===== src/rtl/dbg_brk_pkg.sv =====
`timescale 1ns/1ps
package dbg_brk_pkg;
    localparam int CTL_W = 8;

    typedef struct packed {
        logic halt;
        logic brk_en;
        logic ack_en;
        logic brk_loop;
        logic pc_brk;
        logic zero_brk;
        logic rsvd;
        logic rst;
    } ctl_t;

    typedef enum logic [0:0] {MODE_RUN, MODE_HALT} mode_st_t;
    typedef enum logic [0:0] {ACK_IDLE, ACK_WAIT} ack_st_t;
endpackage


===== src/rtl/dbg_brk_resolve.sv =====
`timescale 1ns/1ps
module dbg_brk_resolve #(
    parameter int PC_W = 16
) (
    input  logic            halt,
    input  logic            brk_en,
    input  logic            loop_en,
    input  logic            pc_brk,
    input  logic            brk_decoded,
    input  logic            fetch_stb,
    input  logic [PC_W-1:0] pc,
    input  logic [PC_W-1:0] cmp_val,
    output logic            brk_evt,
    output logic            brk_nop,
    output logic            brk_loop,
    output logic            cnt_en
);
    logic sw_halt;
    logic pc_hit;

    always_comb begin
        sw_halt  = brk_decoded & brk_en & ~loop_en;
        pc_hit   = pc_brk & fetch_stb & (pc == cmp_val);
        brk_evt  = ~halt & (sw_halt | pc_hit);
        brk_nop  = brk_decoded & ~brk_en;
        brk_loop = brk_decoded & brk_en & loop_en;
        cnt_en   = ~pc_brk;
    end
endmodule


===== src/rtl/dbg_ctl_reg.sv =====
`timescale 1ns/1ps
module dbg_ctl_reg
    import dbg_brk_pkg::*;
(
    input  logic             clk,
    input  logic             rst_n,
    input  logic             wr_en,
    input  logic [CTL_W-1:0] wr_data,
    input  logic             brk_evt,
    input  logic             ack_clr,
    output ctl_t             ctl,
    output logic             rst_req
);
    localparam int FLD_W = CTL_W - 3;

    mode_st_t         mode_q, mode_d;
    logic [FLD_W-1:0] fld_q;

    always_ff @(posedge clk or negedge rst_n) begin
        if (!rst_n) mode_q <= MODE_RUN;
        else        mode_q <= mode_d;
    end

    always_comb begin
        mode_d = mode_q;
        unique case (mode_q)
            MODE_RUN: begin
                if (wr_en)        mode_d = wr_data[CTL_W-1] ? MODE_HALT : MODE_RUN;
                else if (brk_evt) mode_d = MODE_HALT;
            end
            MODE_HALT: begin
                if (wr_en && !wr_data[CTL_W-1]) mode_d = MODE_RUN;
            end
            default: mode_d = MODE_RUN;
        endcase
    end

    always_ff @(posedge clk or negedge rst_n) begin
        if (!rst_n) begin
            fld_q   <= '0;
            rst_req <= 1'b0;
        end else begin
            rst_req <= wr_en & wr_data[0];
            if (wr_en)        fld_q <= wr_data[CTL_W-2:2];
            else if (ack_clr) fld_q[FLD_W-2] <= 1'b0;
        end
    end

    always_comb begin
        ctl          = '0;
        ctl.halt     = (mode_q == MODE_HALT);
        ctl.brk_en   = fld_q[4];
        ctl.ack_en   = fld_q[3];
        ctl.brk_loop = fld_q[2];
        ctl.pc_brk   = fld_q[1];
        ctl.zero_brk = fld_q[0];
    end

    assert_halt_on_brk_R5: assert property (@(posedge clk) disable iff (!rst_n)
        (brk_evt && !(wr_en && !wr_data[CTL_W-1])) |=> ctl.halt);

    assert_rst_from_write_R8: assert property (@(posedge clk) disable iff (!rst_n)
        rst_req |-> $past(wr_en && wr_data[0]));
endmodule


===== src/rtl/dbg_ack_fsm.sv =====
`timescale 1ns/1ps
module dbg_ack_fsm
    import dbg_brk_pkg::*;
(
    input  logic clk,
    input  logic rst_n,
    input  logic brk_evt,
    input  logic ack_en,
    input  logic tx_ready,
    output logic ack_send,
    output logic ack_clr
);
    ack_st_t st_q, st_d;

    always_ff @(posedge clk or negedge rst_n) begin
        if (!rst_n) st_q <= ACK_IDLE;
        else        st_q <= st_d;
    end

    always_comb begin
        st_d = st_q;
        unique case (st_q)
            ACK_IDLE: if (brk_evt && ack_en) st_d = ACK_WAIT;
            ACK_WAIT: if (tx_ready)          st_d = ACK_IDLE;
            default:  st_d = ACK_IDLE;
        endcase
    end

    always_comb begin
        ack_send = (st_q == ACK_WAIT);
        ack_clr  = (st_q == ACK_WAIT) && tx_ready;
    end

    assert_ack_hold_R9: assert property (@(posedge clk) disable iff (!rst_n)
        (ack_send && !tx_ready) |=> ack_send);

    assert_single_ack_R10: assert property (@(posedge clk) disable iff (!rst_n)
        (ack_send && tx_ready) |=> !ack_send);
endmodule


===== src/rtl/dbg_brk_ctrl.sv =====
`timescale 1ns/1ps
module dbg_brk_ctrl
    import dbg_brk_pkg::*;
#(
    parameter int          PC_W     = 16,
    parameter logic [7:0]  ACK_CODE = 8'hFF
) (
    input  logic            clk,
    input  logic            rst_n,
    input  logic            host_wr_en,
    input  logic [7:0]      host_wr_data,
    output logic [7:0]      host_rd_data,
    input  logic            brk_decoded,
    input  logic            fetch_stb,
    input  logic [PC_W-1:0] pc,
    input  logic [PC_W-1:0] cmp_val,
    input  logic            tx_ready,
    output logic            fetch_halt,
    output logic            brk_loop,
    output logic            brk_nop,
    output logic            core_rst_req,
    output logic            cnt_en,
    output logic            ack_send,
    output logic [7:0]      ack_byte
);
    ctl_t ctl;
    logic brk_evt;
    logic ack_clr;

    dbg_ctl_reg u_reg (
        .clk     (clk),
        .rst_n   (rst_n),
        .wr_en   (host_wr_en),
        .wr_data (host_wr_data),
        .brk_evt (brk_evt),
        .ack_clr (ack_clr),
        .ctl     (ctl),
        .rst_req (core_rst_req)
    );

    dbg_brk_resolve #(.PC_W(PC_W)) u_res (
        .halt        (ctl.halt),
        .brk_en      (ctl.brk_en),
        .loop_en     (ctl.brk_loop),
        .pc_brk      (ctl.pc_brk),
        .brk_decoded (brk_decoded),
        .fetch_stb   (fetch_stb),
        .pc          (pc),
        .cmp_val     (cmp_val),
        .brk_evt     (brk_evt),
        .brk_nop     (brk_nop),
        .brk_loop    (brk_loop),
        .cnt_en      (cnt_en)
    );

    dbg_ack_fsm u_ack (
        .clk      (clk),
        .rst_n    (rst_n),
        .brk_evt  (brk_evt),
        .ack_en   (ctl.ack_en),
        .tx_ready (tx_ready),
        .ack_send (ack_send),
        .ack_clr  (ack_clr)
    );

    assign host_rd_data = ctl;
    assign fetch_halt   = ctl.halt;
    assign ack_byte     = ACK_CODE;

    assert_nop_keeps_mode_R4: assert property (@(posedge clk) disable iff (!rst_n)
        (brk_nop && !host_wr_en && !fetch_stb) |=> $stable(fetch_halt));

    assert_ack_en_clears_R9: assert property (@(posedge clk) disable iff (!rst_n)
        (ack_send && tx_ready && !host_wr_en) |=> !host_rd_data[5]);
endmodule


===== config.mk =====
export PLATFORM = sky130hd
export DESIGN_NAME = dbg_brk_ctrl
export DESIGN_NICKNAME = d
export VERILOG_FILES = /design/src/rtl/dbg_brk_pkg.sv /design/src/rtl/dbg_brk_resolve.sv /design/src/rtl/dbg_ctl_reg.sv /design/src/rtl/dbg_ack_fsm.sv /design/src/rtl/dbg_brk_ctrl.sv
export SDC_FILE = /design/constraint.sdc
export NUM_CORES = 1
export LEC_CHECK = 0
export CAP_MARGIN = 20
export CORE_MARGIN = 1.5
export CORE_UTILIZATION = 25
export DETAILED_ROUTE_END_ITERATION = 16
export PLACE_DENSITY_LB_ADDON = 0.12
export SYNTH_ARGS = -nofsm -noshare
export SYNTH_HDL_FRONTEND = slang
export SYNTH_SLANG_ARGS = --single-unit

===== constraint.sdc =====
create_clock -name clk -period 1 [get_ports clk]
set_clock_uncertainty 0.2 [all_clocks]
set_input_delay 0.1 -clock clk [delete_from_list [all_inputs] [get_ports clk]]
set_output_delay 0.1 -clock clk [all_outputs]
set_load 0.02 [all_outputs]

==> results.py, run 1 <==
metrics = {
    "run_status": {
        "outcome": "finished, violations left",
        "failed_checks": "negative hold slack, negative setup slack",
    },
    "floorplanning": {
        "floorplan.initialDensity": 0.2618,
        "dieWidth_um": 53.47,
        "design.die.area_sq_um": 2859,
        "placementRows": 18,
        "core_area_sq_um": 2432,
        "die_height_um": 53.47,
        "design.portCount": 68,
    },
    "logic_synthesis": {
        "synth_compound_gate_area_share": 0.06483,
        "synth-adder-area-share": 0,
        "synth.area.mux_share": 0.05305,
        "synthCells": 70,
        "synth_area_sq_um": 636.9,
        "synth.avg_cell_area_sq_um": 9.098,
        "synth_warnings": 0,
        "synth.lib_cells_used.distinct": 21,
        "synthSimpleGateAreaFrac": 0.1415,
        "yosys.area_share.xor_xnor": 0.2200,
        "seq_area_frac_synth": 0.3143,
        "ys_seq_elements": 8,
        "dominant_combinational_cell_family_by_area_after_synthesis": "XOR/XNOR gates",
    },
    "sta": {
        "hold_viol_final": 8,
        "final_max_slew_viol_count": 0,
        "final_count_of_negative_setup_slack_endpoints": 17,
        "final.setup.tns_ps": -2286,
        "rsz0062_at_grt": "yes",
        "timing.final.crit_share": 1.255,
        "period_minus_slack_ps": 1255,
        "timing.hold.ws_ps": -74.45,
        "postLayoutSetupSlackWorst_ps": -255.1,
        "clock.fmax_mhz": 796.8,
    },
    "clock_tree": {
        "cts_inserted_buffers": 3,
        "clkSlewWorstSetupHoldPaths_ps": 50,
        "cts-htree-levels": 1,
        "cell_at_the_root_of_the_clock_tree": "sky130_fd_sc_hd__clkbuf_4",
        "tritoncts": "built",
        "clkSinkCount": 8,
        "cts_max_path_buffers": 2,
        "clk_latency_ps": 250,
    },
    "layout": {
        "n_antenna_cell": 0,
        "final_nets": 179,
        "layout.cell_area.non_filler_sq_um": 1246,
        "layout-drive-gt1-share": 0.3636,
        "layout.filler_cells": 258,
        "area_growth_syn_to_layout_pct": 95.68,
        "mostFrequentLayoutCells": "sky130_fd_sc_hd__xor2_1 (15), sky130_fd_sc_hd__buf_6 (15), sky130_fd_sc_hd__clkdlybuf4s50_1 (13)",
    },
    "global_route": {
        "grt.busiest_layer": "met2",
        "grt_first_pass_wirelength_um": 2504,
        "groute.layer.met2.usage": 0.2510,
        "grt_pass1_vias": 625,
        "global_route_total_usage_across_every_layer": 0.1250,
        "grt_antenna_before_repair": 0,
        "global_route_congestion_overflow_total": 0,
        "grt_start_max_net_pins": 9,
        "met1_usage": 0.1155,
        "gr-usage-met3": 0.04802,
    },
    "placement": {
        "globalplace.congestion": 0.7501,
        "hpwl_um": 1497,
        "port-buffer-count": 56,
        "dp_slack_ps": -765.2,
        "placement.cell_area_sq_um": 1227,
    },
    "worst_setup_path": {
        "critPathRequiredTime_ps": 700,
        "crit_path_cell_trace": "and3_1 -> buf_6",
        "max_stage_delay_ps": 380,
        "maximum_fanout_encountered_on_the_critical_timing_path": 2,
        "timing.critical_path.from_type": "flip-flop",
        "critPathSlowestCell": "sky130_fd_sc_hd__dfrtp_1",
        "cp_data_arrival_time_ps": 960,
        "worst_setup_path_end_kind": "output port",
        "critical_path_class": "flip-flop to output port",
    },
    "detailed_routing": {
        "vias_per_cell": 3.988,
        "drtAntennaViolNets": 0,
        "detail_route.first_pass.iterations": 2,
        "drt_first_iter_violations": 2,
        "overall_via_count_from_detail_route": 646,
        "routed_length_per_instance_um": 10.57,
        "postRouteWirelength_um": 1712,
        "drcViolationCount": 0,
    },
    "power": {
        "power.ir.vdd_worst_v": 0.0007697,
        "power.total_w": 0.001138,
        "total_leakage_power_nw": 0.5981,
        "powerDensity_nw_per_um2": 913.2,
    },
    "run": {
        "max-cap-violations": 0,
    },
    "hold_path": {
        "hold_path_class": "input port to async pin",
    },
}
-- critical path, delay by kind of cell, from the launching register on --
family        cells  cell delay (ps)
simple gates      1              190
flops             1              380
buf+inv           1              130
-- power breakdown --
group          switching [W]  total [W]  internal (W)
clock               0.000110   0.000262      0.000153
sequential         0.0000244   0.000376      0.000352
combinational       0.000214   0.000499      0.000285
-- per-stage QoR --
| stage | cells | util |
|---|---|---|
| global route | 162 | 0.5123 |
| global placement | 158 | 0.5046 |
| finish | 162 | 0.5123 |
| detailed placement | 158 | 0.5046 |
| CTS | 163 | 0.5108 |
| floorplan | 78 | - |
-- state kept, by name, summed over array words and instances, names as in the netlist --
name / count
u_reg.fld_q: 5
u_ack.ack_send: 1
u_reg.mode_q: 1
u_reg.rst_req: 1
-- what timing repair did --
action / CTS / global route
setup buffers: 1 / 1
gates resized for setup: 129 / 18
setup endpoints to repair: 19 / 18
endpoints found under the hold margin: 8 / 8
pin swaps: 21 / 14
-- layout make-up --
class / count / area (sq um) / share of cell area
clock buffer: 4 / 26.28 / 0.02108
tap: 30 / 37.54 / 0.03012
inverter: 2 / 7.507 / 0.006024
multi-input combinational: 52 / 371.6 / 0.2982
timing repair buffer: 66 / 601.8 / 0.4829
sequential: 8 / 201.4 / 0.1616
-- kinds of logic (layout without fill, tap and decap cells) --
group	after synthesis	in the layout
buffers and inverters	18	72
multiplexers	3	3
other	2	10
XOR/XNOR	16	16
flip-flops	8	8
AO/OA/AOI/OAI	5	5
AND/OR/NAND/NOR	18	18
-- metal layers --
metal | part of all wire | wire length (um)
met1 | 0.35 | 596
met2 | 0.54 | 930
met3 | 0.11 | 186
met4 | 0 | 0
met5 | 0 | 0
-- worst paths after layout --
kind / start / endpoint / slack, ps / cells past startpoint
min reg2reg: u_reg.fld_q[0]$_DFFE_PN0P_ / u_reg.fld_q[0]$_DFFE_PN0P_ / 330 / 1
max in group asynchronous: rst_n / u_reg.fld_q[0]$_DFFE_PN0P_ / 390 / 1
min in group clk: host_wr_en / u_reg.fld_q[4]$_DFFE_PN0P_ / 170 / 2
max: u_reg.fld_q[2]$_DFFE_PN0P_ / brk_loop / -260 / 2
max reg2reg: u_reg.fld_q[1]$_DFFE_PN0P_ / u_ack.ack_send$_DFF_PN0_ / -200 / 4
min: rst_n / u_reg.fld_q[4]$_DFFE_PN0P_ / -70 / 1
-- Yosys cell counts --
cell,instances,area share
sky130_fd_sc_hd__buf_4,15,0.18
sky130_fd_sc_hd__xor2_1,15,0.21
sky130_fd_sc_hd__dfrtp_1,8,0.31
sky130_fd_sc_hd__nand2_1,6,0.035
sky130_fd_sc_hd__mux2_2,3,0.053
sky130_fd_sc_hd__nor4_1,3,0.029
sky130_fd_sc_hd__conb_1,2,0.012
sky130_fd_sc_hd__inv_1,2,0.012
sky130_fd_sc_hd__nor2_1,2,0.012
sky130_fd_sc_hd__nor2b_1,2,0.020
sky130_fd_sc_hd__o21ai_0,2,0.016
sky130_fd_sc_hd__a21oi_2,1,0.014
sky130_fd_sc_hd__and2_1,1,0.0098
sky130_fd_sc_hd__and3_1,1,0.0098
sky130_fd_sc_hd__clkbuf_1,1,0.0059
sky130_fd_sc_hd__nand3_1,1,0.0079
sky130_fd_sc_hd__nand4_1,1,0.0098
sky130_fd_sc_hd__nor3_1,1,0.0079
sky130_fd_sc_hd__o22a_2,1,0.016
sky130_fd_sc_hd__o22ai_2,1,0.020
sky130_fd_sc_hd__xnor2_1,1,0.014
(Power assumes the default switching activity.)
==> run 2, diff against run 1 <==
--- a/config.mk
+++ b/config.mk
@@ -10,6 +10,7 @@
 export CORE_UTILIZATION = 25
 export DETAILED_ROUTE_END_ITERATION = 16
 export PLACE_DENSITY_LB_ADDON = 0.12
+export SLEW_MARGIN = 25
 export SYNTH_ARGS = -nofsm -noshare
 export SYNTH_HDL_FRONTEND = slang
 export SYNTH_SLANG_ARGS = --single-unit
==> results of run 2 <==
The final DEF is identical to that of run 1; final timing and power are the same.
